<file path="src/rtl/fpadd_pkg.sv">
package fpadd_pkg;
  localparam int EXP_W  = 8;
  localparam int FRAC_W = 23;
  localparam int WORD_W = 1 + EXP_W + FRAC_W;
  localparam int MANT_W = FRAC_W + 1;
  localparam int XTRA_W = 3;              // guard, round, sticky
  localparam logic [WORD_W-1:0] QNAN_WORD = {1'b0, {EXP_W{1'b1}}, 1'b1, {(FRAC_W-1){1'b0}}};

  typedef enum logic [1:0] {
    RND_NEAR = 2'b00,
    RND_ZERO = 2'b01,
    RND_UP   = 2'b10,
    RND_DOWN = 2'b11
  } rnd_mode_e;
endpackage

</file>
<file path="src/rtl/fpadd_unpack.sv">
module fpadd_unpack #(
  parameter int EW = 8,
  parameter int FW = 23
) (
  input  logic [EW+FW:0] word,
  output logic           sign,
  output logic [EW-1:0]  exp_eff,
  output logic [FW:0]    mant,
  output logic           is_inf,
  output logic           is_nan,
  output logic           is_snan
);
  logic [EW-1:0] exp_fld;
  logic [FW-1:0] frac;
  logic          exp_zero, exp_ones;

  assign sign     = word[EW+FW];
  assign exp_fld  = word[EW+FW-1:FW];
  assign frac     = word[FW-1:0];
  assign exp_zero = (exp_fld == '0);
  assign exp_ones = (exp_fld == '1);

  // denormals read as exponent 1 without the hidden bit
  assign exp_eff  = exp_zero ? EW'(1) : exp_fld;
  assign mant     = {~exp_zero, frac};
  assign is_inf   = exp_ones & (frac == '0);
  assign is_nan   = exp_ones & (frac != '0);
  assign is_snan  = is_nan & ~frac[FW-1];
endmodule

</file>
<file path="src/rtl/fpadd_align.sv">
module fpadd_align #(
  parameter int EW = 8,
  parameter int MW = 24,
  parameter int XW = 3
) (
  input  logic [EW-1:0]    exp_a,
  input  logic [MW-1:0]    mant_a,
  input  logic [EW-1:0]    exp_b,
  input  logic [MW-1:0]    mant_b,
  output logic             swap,
  output logic [EW-1:0]    exp_big,
  output logic [MW+XW-1:0] big_ext,
  output logic [MW+XW-1:0] small_ext
);
  localparam int SW = MW + XW;

  logic [EW-1:0] exp_small, diff;
  logic [MW-1:0] mant_big, mant_small;
  logic [SW-1:0] raw_small, shifted, lost_mask;
  logic          lost;

  assign swap       = {exp_b, mant_b} > {exp_a, mant_a};
  assign exp_big    = swap ? exp_b  : exp_a;
  assign exp_small  = swap ? exp_a  : exp_b;
  assign mant_big   = swap ? mant_b : mant_a;
  assign mant_small = swap ? mant_a : mant_b;
  assign diff       = exp_big - exp_small;

  assign big_ext    = {mant_big, {XW{1'b0}}};
  assign raw_small  = {mant_small, {XW{1'b0}}};
  assign shifted    = raw_small >> diff;
  assign lost_mask  = ~({SW{1'b1}} << diff);
  assign lost       = |(raw_small & lost_mask);
  assign small_ext  = {shifted[SW-1:1], shifted[0] | lost};
endmodule

</file>
<file path="src/rtl/fpadd_lzc.sv">
module fpadd_lzc #(
  parameter int W  = 27,
  parameter int CW = $clog2(W + 1)
) (
  input  logic [W-1:0]  vec,
  output logic [CW-1:0] cnt
);
  always_comb begin
    cnt = CW'(W);
    for (int i = 0; i < W; i++) begin
      if (vec[i]) cnt = CW'(W - 1 - i);
    end
  end
endmodule

</file>
<file path="src/rtl/fpadd_norm_round.sv">
module fpadd_norm_round #(
  parameter int EW = 8,
  parameter int MW = 24,
  parameter int XW = 3
) (
  input  logic [EW-1:0]    exp_big,
  input  logic [MW+XW:0]   sum,
  input  logic             sign,
  input  logic [1:0]       rmode,
  output logic [EW+MW-1:0] res_word,
  output logic             ovf,
  output logic             unf,
  output logic             inx
);
  import fpadd_pkg::*;

  localparam int SW  = MW + XW;
  localparam int CW  = $clog2(SW + 1);
  localparam int XEW = EW + 2;
  localparam logic [XEW-1:0] EMAX = XEW'((1 << EW) - 1);

  logic [CW-1:0]  lz;
  logic [XEW-1:0] lz_x, max_sh, sh, e_n, e_f;
  logic [SW-1:0]  m;
  logic [MW-1:0]  keep;
  logic [MW:0]    rnd;
  logic [MW-2:0]  frac;
  logic           lsb, grd, rest, inc, to_inf;
  rnd_mode_e      rm;

  assign rm = rnd_mode_e'(rmode);

  fpadd_lzc #(.W(SW), .CW(CW)) u_lzc (
    .vec (sum[SW-1:0]),
    .cnt (lz)
  );

  assign lz_x   = {{(XEW-CW){1'b0}}, lz};
  assign max_sh = {2'b00, exp_big} - XEW'(1);
  assign sh     = (lz_x < max_sh) ? lz_x : max_sh;

  // first normalization: right by one on carry, else left clamped at emin
  always_comb begin
    if (sum[SW]) begin
      m   = {sum[SW:2], sum[1] | sum[0]};
      e_n = {2'b00, exp_big} + XEW'(1);
    end else begin
      m   = sum[SW-1:0] << sh;
      e_n = {2'b00, exp_big} - sh;
    end
  end

  assign keep = m[SW-1:XW];
  assign lsb  = m[XW];
  assign grd  = m[XW-1];
  assign rest = grd | (|m[XW-2:0]);

  always_comb begin
    unique case (rm)
      RND_NEAR: inc = grd & ((|m[XW-2:0]) | lsb);
      RND_ZERO: inc = 1'b0;
      RND_UP:   inc = rest & ~sign;
      RND_DOWN: inc = rest & sign;
      default:  inc = 1'b0;
    endcase
  end

  assign rnd = {1'b0, keep} + {{MW{1'b0}}, inc};

  // second normalization after rounding carry-out
  always_comb begin
    if (rnd[MW]) begin
      e_f  = e_n + XEW'(1);
      frac = '0;
    end else if (rnd[MW-1]) begin
      e_f  = e_n;
      frac = rnd[MW-2:0];
    end else begin
      e_f  = '0;
      frac = rnd[MW-2:0];
    end
  end

  assign ovf    = (e_f >= EMAX);
  assign to_inf = (rm == RND_NEAR) | ((rm == RND_UP) & ~sign) | ((rm == RND_DOWN) & sign);

  always_comb begin
    if (ovf) begin
      if (to_inf) res_word = {sign, EMAX[EW-1:0], {(MW-1){1'b0}}};
      else        res_word = {sign, EMAX[EW-1:0] - EW'(1), {(MW-1){1'b1}}};
    end else begin
      res_word = {sign, e_f[EW-1:0], frac};
    end
  end

  assign inx = rest | ovf;
  assign unf = ~ovf & (e_f == '0) & (frac != '0);
endmodule

</file>
<file path="src/rtl/fpadd_sp.sv">
module fpadd_sp
  import fpadd_pkg::*;
(
  input  logic        clk,
  input  logic        rst_n,
  input  logic [31:0] op_a,
  input  logic [31:0] op_b,
  input  logic        sub,
  input  logic [1:0]  rmode,
  output logic [31:0] result,
  output logic        flag_ovf,
  output logic        flag_unf,
  output logic        flag_inv,
  output logic        flag_inx
);
  localparam int SW = MANT_W + XTRA_W;

  // reset: asserted asynchronously, released on a clock edge
  logic rst_meta_n, rst_q_n;
  always_ff @(posedge clk or negedge rst_n) begin
    if (!rst_n) begin
      rst_meta_n <= 1'b0;
      rst_q_n    <= 1'b0;
    end else begin
      rst_meta_n <= 1'b1;
      rst_q_n    <= rst_meta_n;
    end
  end

  logic              sa, sb, sb_eff, eff_sub, swap, sign_big, zero_sign;
  logic [EXP_W-1:0]  ea, eb, exp_big;
  logic [MANT_W-1:0] ma, mb;
  logic              a_inf, a_nan, a_snan, b_inf, b_nan, b_snan;
  logic [SW-1:0]     big_ext, small_ext;
  logic [SW:0]       sum;
  logic [WORD_W-1:0] nr_word;
  logic              nr_ovf, nr_unf, nr_inx;

  fpadd_unpack #(.EW(EXP_W), .FW(FRAC_W)) u_unp_a (
    .word (op_a), .sign (sa), .exp_eff (ea), .mant (ma),
    .is_inf (a_inf), .is_nan (a_nan), .is_snan (a_snan)
  );

  fpadd_unpack #(.EW(EXP_W), .FW(FRAC_W)) u_unp_b (
    .word (op_b), .sign (sb), .exp_eff (eb), .mant (mb),
    .is_inf (b_inf), .is_nan (b_nan), .is_snan (b_snan)
  );

  assign sb_eff   = sb ^ sub;
  assign eff_sub  = sa ^ sb_eff;

  fpadd_align #(.EW(EXP_W), .MW(MANT_W), .XW(XTRA_W)) u_align (
    .exp_a (ea), .mant_a (ma), .exp_b (eb), .mant_b (mb),
    .swap (swap), .exp_big (exp_big),
    .big_ext (big_ext), .small_ext (small_ext)
  );

  assign sign_big = swap ? sb_eff : sa;
  assign sum      = eff_sub ? ({1'b0, big_ext} - {1'b0, small_ext})
                            : ({1'b0, big_ext} + {1'b0, small_ext});

  fpadd_norm_round #(.EW(EXP_W), .MW(MANT_W), .XW(XTRA_W)) u_nr (
    .exp_big (exp_big), .sum (sum), .sign (sign_big), .rmode (rmode),
    .res_word (nr_word), .ovf (nr_ovf), .unf (nr_unf), .inx (nr_inx)
  );

  assign zero_sign = eff_sub ? (rnd_mode_e'(rmode) == RND_DOWN) : sa;

  logic [WORD_W-1:0] nxt_res;
  logic              nxt_ovf, nxt_unf, nxt_inv, nxt_inx;

  always_comb begin
    nxt_res = nr_word;
    nxt_ovf = nr_ovf;
    nxt_unf = nr_unf;
    nxt_inv = 1'b0;
    nxt_inx = nr_inx;
    if (a_nan | b_nan) begin
      nxt_res = QNAN_WORD;
      {nxt_ovf, nxt_unf, nxt_inx} = '0;
      nxt_inv = a_snan | b_snan;
    end else if (a_inf & b_inf & eff_sub) begin
      nxt_res = QNAN_WORD;
      {nxt_ovf, nxt_unf, nxt_inx} = '0;
      nxt_inv = 1'b1;
    end else if (a_inf | b_inf) begin
      nxt_res = {a_inf ? sa : sb_eff, {EXP_W{1'b1}}, {FRAC_W{1'b0}}};
      {nxt_ovf, nxt_unf, nxt_inx} = '0;
    end else if (sum == '0) begin
      nxt_res = {zero_sign, {(WORD_W-1){1'b0}}};
      {nxt_ovf, nxt_unf, nxt_inx} = '0;
    end
  end

  always_ff @(posedge clk or negedge rst_q_n) begin
    if (!rst_q_n) begin
      result   <= '0;
      flag_ovf <= 1'b0;
      flag_unf <= 1'b0;
      flag_inv <= 1'b0;
      flag_inx <= 1'b0;
    end else begin
      result   <= nxt_res;
      flag_ovf <= nxt_ovf;
      flag_unf <= nxt_unf;
      flag_inv <= nxt_inv;
      flag_inx <= nxt_inx;
    end
  end
endmodule

</file>
<file path="config.mk">
export PLATFORM = sky130hd
export DESIGN_NAME = fpadd_sp
export DESIGN_NICKNAME = d
export VERILOG_FILES = /design/src/rtl/fpadd_pkg.sv /design/src/rtl/fpadd_unpack.sv /design/src/rtl/fpadd_align.sv /design/src/rtl/fpadd_lzc.sv /design/src/rtl/fpadd_norm_round.sv /design/src/rtl/fpadd_sp.sv
export SDC_FILE = /design/constraint.sdc
export NUM_CORES = 1
export LEC_CHECK = 0
export BUFFER_PORTS_ARGS = -buffer_cell sky130_fd_sc_hd__buf_2
export CORE_ASPECT_RATIO = 1.75
export CORE_MARGIN = 4
export CORE_UTILIZATION = 58
export DETAILED_ROUTE_END_ITERATION = 16
export PLACE_DENSITY_LB_ADDON = 0.12
export SYNTH_ARGS = -nofsm -noshare
export SYNTH_HDL_FRONTEND = slang
export SYNTH_HIERARCHICAL = 1
export SYNTH_SLANG_ARGS = --single-unit
</file>
<file path="constraint.sdc">
create_clock -name clk -period 1.1 [get_ports clk]
set_clock_uncertainty 0.05 [all_clocks]
set_input_delay 0 -clock clk [delete_from_list [all_inputs] [get_ports clk]]
set_output_delay 0 -clock clk [all_outputs]
set_load 0.05 [all_outputs]
</file>
==> results of run 1 <==
[timing repair]
item	in CTS
endpoints found under the setup margin	36
pin swaps	86
cloned	6
hold endpoints to repair	2
resized for setup	192
hold buffers	2
setup buffers	78
[kinds of logic after synthesis]
kind of cell | after synthesis | synth area share
XOR/XNOR | 90 | 0.05882
other | 3 | 0.0008403
multiplexers | 114 | 0.09430
buffers and inverters | 262 | 0.09449
flip-flops | 38 | 0.07096
adder cells (fa/ha/maj) | 79 | 0.07488
AO/OA/AOI/OAI | 621 | 0.3241
AND/OR/NAND/NOR | 732 | 0.2816
[through the flow]
step | instances | setup TNS, ns
floorplan | 1941 | -391.03
global placement | 2924 | -410.37
detailed placement | 2924 | -430.89
CTS | 3012 | -391.11
[metal layers]
metal  overflow  track usage
met2       1148        1.170
met4        351        1.007
met3         18       0.6648
met1         11       0.8378
met5          1       0.2298
==> results.cfg, run 1 <==
[yosys]
ys.flop_type = dfrtp_1
syn_area_mm2 = 0.01340
synth_edf_count = 0
yosys.area.top_type = ha_1
seq_area_frac_synth = 0.07096
async_flop_share = 1.000
synth_area_leaders = ha_1 7.2%, dfrtp_1 7.1%, nand2_1 6.8%, mux2i_1 6.6%, a21oi_1 5.1%
synthCells = 1939
yosys_register_bits = 38
syn-mean-instance-area_um2 = 6.911
yosysWarnings = 6
synth.most_common_cell = nand2_1
synthDistinctLibCells = 112
synth_commonest_cells = 242 x nand2_1, 136 x a21oi_1, 116 x nor2_1, 110 x o21ai_0, 88 x mux2i_1
netlist.area_leader.share = 0.07190

[placed_design]
placed_area_mm2 = 0.01953
place_ws_ns = -12.58
port_buffers = 104
detailed_place_hpwl_um = 56960
routabilityCongestion = 1.261

[clock_network]
cts_buffer_depth = 2
clock_sinks = 38
numCtsBuffers = 5
cts-root-buf = clkbuf_16
htreeDepth = 2

[outcome]
firstError = [ERROR GRT-0116] Global routing finished with congestion. Check the congestion regions in the DRC Viewer.
haltStage = global routing
outcome = stopped before the end

[global_route]
gr-usage-all-layers = 0.9072
grt_overflow = 1529
grt_pass1_vias = 28550
grt_pass1_wl_um = 185600
grt_max_degree = 37

[die]
die_width_um = 122.9
num_rows = 73
die_h_um = 209.1
ios = 105
initial_core_util = 0.5892
==> inputs of run 2 (changes only) <==
--- a/config.mk
+++ b/config.mk
@@ -6,11 +6,10 @@
 export NUM_CORES = 1
 export LEC_CHECK = 0
 export BUFFER_PORTS_ARGS = -buffer_cell sky130_fd_sc_hd__buf_2
-export CORE_ASPECT_RATIO = 1.75
 export CORE_MARGIN = 4
-export CORE_UTILIZATION = 58
+export CORE_UTILIZATION = 40
 export DETAILED_ROUTE_END_ITERATION = 16
-export PLACE_DENSITY_LB_ADDON = 0.12
+export PLACE_DENSITY_LB_ADDON = 0.15
 export SYNTH_ARGS = -nofsm -noshare
 export SYNTH_HDL_FRONTEND = slang
 export SYNTH_HIERARCHICAL = 1
==> constraint.sdc (replaced) <==
create_clock -name clk -period 1.4 [get_ports clk]
set_clock_uncertainty 0.05 [all_clocks]
set_input_delay 0 -clock clk [delete_from_list [all_inputs] [get_ports clk]]
set_output_delay 0 -clock clk [all_outputs]
set_load 0.05 [all_outputs]
==> run 2 against run 1 <==
  * The flow now finishes, with violations (negative setup slack)
  * Synthesized cell count is the same
  * Area after synthesis did not move
==> results.cfg, run 2 <==
[routing]
wl_um = 66050
first_pass_iters = 6
drc = 0
viasPerCell = 5.896
vias = 18820
drt_iter0_drc = 1368
post_drt_wl_per_cell_um = 20.69
route.antenna.remaining_nets = 0

[clock_network]
clkLatencyLatePin_ns = 0.28
path_clk_slew_ns = 0.06
cts_buffer_depth = 2
cts-root-buf = clkbuf_16
clock_sinks = 38
htreeDepth = 2
numCtsBuffers = 5
cts_tree = yes

[power_and_ir_drop]
p_leak_nw = 10.25
totalPowerFinal_mw = 62.39
netSwitchingPower_mw = 31.66
sw_frac_of_total = 0.5074
power_frac_comb = 0.947
intPower_mw = 30.73
seq_power_share = 0.029
p_per_area_mw_per_mm2 = 2803
power.share.clock = 0.024
vdd_drop_max_mv = 1.994

[sta]
setup_viol = 36
hold_viol = 0
max_slew.worst_pin.slew_ns = 0.8273
min_period_over_period = 9.023
fin_ws_ns = -11.23
max_freq_mhz = 79.16
drv_slew = 0
rsz0062_at_grt = yes
min_period_ns = 12.63
finalSetupTns_ns = -382.15
slew_headroom = 0.4447

[min_path]
hold_path_class = reg -> async

[yosys]
synth.most_common_cell = nand2_1
async_flop_share = 1.000
yosysWarnings = 6
synth_area_leaders = ha_1 7.2%, dfrtp_1 7.1%, nand2_1 6.8%, mux2i_1 6.6%, a21oi_1 5.1%
yosys_register_bits = 38
synthDistinctLibCells = 112
synth_commonest_cells = 242 x nand2_1, 136 x a21oi_1, 116 x nor2_1, 110 x o21ai_0, 88 x mux2i_1
netlist.area_leader.share = 0.07190
synth_edf_count = 0
syn-mean-instance-area_um2 = 6.911
synthCells = 1939
seq_area_frac_synth = 0.07096
yosys.area.top_type = ha_1
ys.flop_type = dfrtp_1
syn_area_mm2 = 0.01340

[global_route]
grt_max_degree = 37
grt_pass1_wl_um = 100500
grt_pass1_vias = 18710
gr-usage-all-layers = 0.3412
grt_overflow = 0
antenna_found_initial = 0

[setup_path]
worst_ep_required_time_ns = 1.52
cp.arrival_ns = 12.75
path_common_cell = buf_4
start_kind = input port
slowest_delay_ns = 0.53
worstSetupEndpointType = register
crit_path_max_fanout = 18
critical_path_class = in -> reg
slowest_stage = or4b_4

[placed_design]
routabilityCongestion = 1.020
port_buffers = 104
detailed_place_hpwl_um = 53000

[run]
max_cap_viol_count = 0

[die]
initial_core_util = 0.4087
core_area_mm2 = 0.03278
die_area_mm2 = 0.03649
num_rows = 66
die_h_um = 191.0
die_width_um = 191.0
ios = 105

[final_layout]
area_delta_synth_final_pct = 66.12
largest_reg_flops = 32
final_nets = 2896
drive_above_1_share = 0.4791
mostFrequentLayoutCell = buf_4
layout_common_cells = 823 x buf_4, 222 x nand2_1, 119 x a21oi_1, 98 x nor2_1, 96 x buf_2
regMostFlops = result
fillers = 2802

[outcome]
violations = negative setup slack
outcome = finished, violations left
[run 2: cell counts after synthesis]
Identical to the previous run, type by type.
[run 2: final cells by class]
type	instances	area [um2]	area share
timing repair buffer	978	7398	0.3324
inverter	82	317.8	0.01428
antenna	1	2.502	0.0001124
tap	442	553.0	0.02484
clock buffer	5	125.1	0.005621
clock inverter	3	68.82	0.003091
multi-input combinational	1643	12840	0.5770
sequential	38	950.9	0.04272
[run 2: critical path, delay by kind of cell]
family,cells,cell delay (ns)
AOI/OAI and AO/OA,18,4.39
xor gates and xnor gates,3,0.42
adders and majority gates,5,1.30
buffers and inverters,15,2.21
muxes,4,1.09
and+or+nand+nor,16,3.30
[run 2: power by group through the flow]
stage / clock network, mW / registers, mW / logic, mW
final: 1.48 / 1.83 / 59.1
after global routing: 1.55 / 1.86 / 62.1
after CTS: 1.48 / 1.83 / 54.0
after detailed placement: 0 / 1.84 / 49.6
after global placement: 0 / 1.83 / 49.4
after floorplan: 0 / 3.60 / 24.2
[run 2: worst paths after layout]
check,startpoint,to,slack (ns),cells after the start
max in group asynchronous,rst_n,rst_q_n,0.64,3
setup reg to reg,rst_q_n,result[7],0.75,1
setup / recovery,op_b[29],result[16],-11.23,61
hold / removal,rst_q_n,result[30],0.22,1
min in group clk,op_a[31],result[22],0.23,5
hold reg to reg,rst_q_n,result[30],0.22,1
[run 2: cell families (layout without fill, tap and decap cells)]
logic type	count (synthesis)	count (layout)	synth area share
simple gates	732	732	0.2816
mux	114	114	0.09430
fa+ha+maj	79	79	0.07488
flops	38	38	0.07096
xor+xnor	90	90	0.05882
other cells	3	6	0.0008403
compound gates	621	623	0.3241
buf+inv	262	1068	0.09449
[run 2: per-layer routing]
metal / global-route usage / vias to the layer above / share of wire
met2: 0.6032 / 778 / 0.48
li1: - / 8843 / -
met1: 0.4035 / 8953 / 0.39
met3: 0.03378 / 246 / 0.059
met5: 0 / - / 0
met4: 0.1909 / 0 / 0.071
[run 2: through the flow]
step | worst slack [ns] | area [um2] | utilization | std cells | hold WS [ns]
after floorplan | -11.24 | 13810 | - | 1941 | -0.3456
after global placement | -11.46 | 19840 | 0.6051 | 3092 | -0.2652
after detailed placement | -11.69 | 19840 | 0.6051 | 3092 | -0.2628
after CTS | -10.82 | 21380 | 0.6522 | 3164 | 0.2438
after global routing | -11.67 | 22260 | 0.6789 | 3191 | 0.2582
final | -11.23 | 22260 | 0.6790 | 3192 | 0.2199
[run 2: repair_timing]
action | CTS | global route
pin swaps | 88 | 99
setup buffers | 62 | 31
endpoints found under the setup margin | 36 | 36
gates resized for setup | 198 | 141
hold buffers | 2 | 0
endpoints found under the hold margin | 2 | 0
gates cloned | 4 | 0
Power figures use the tool's default switching activity.
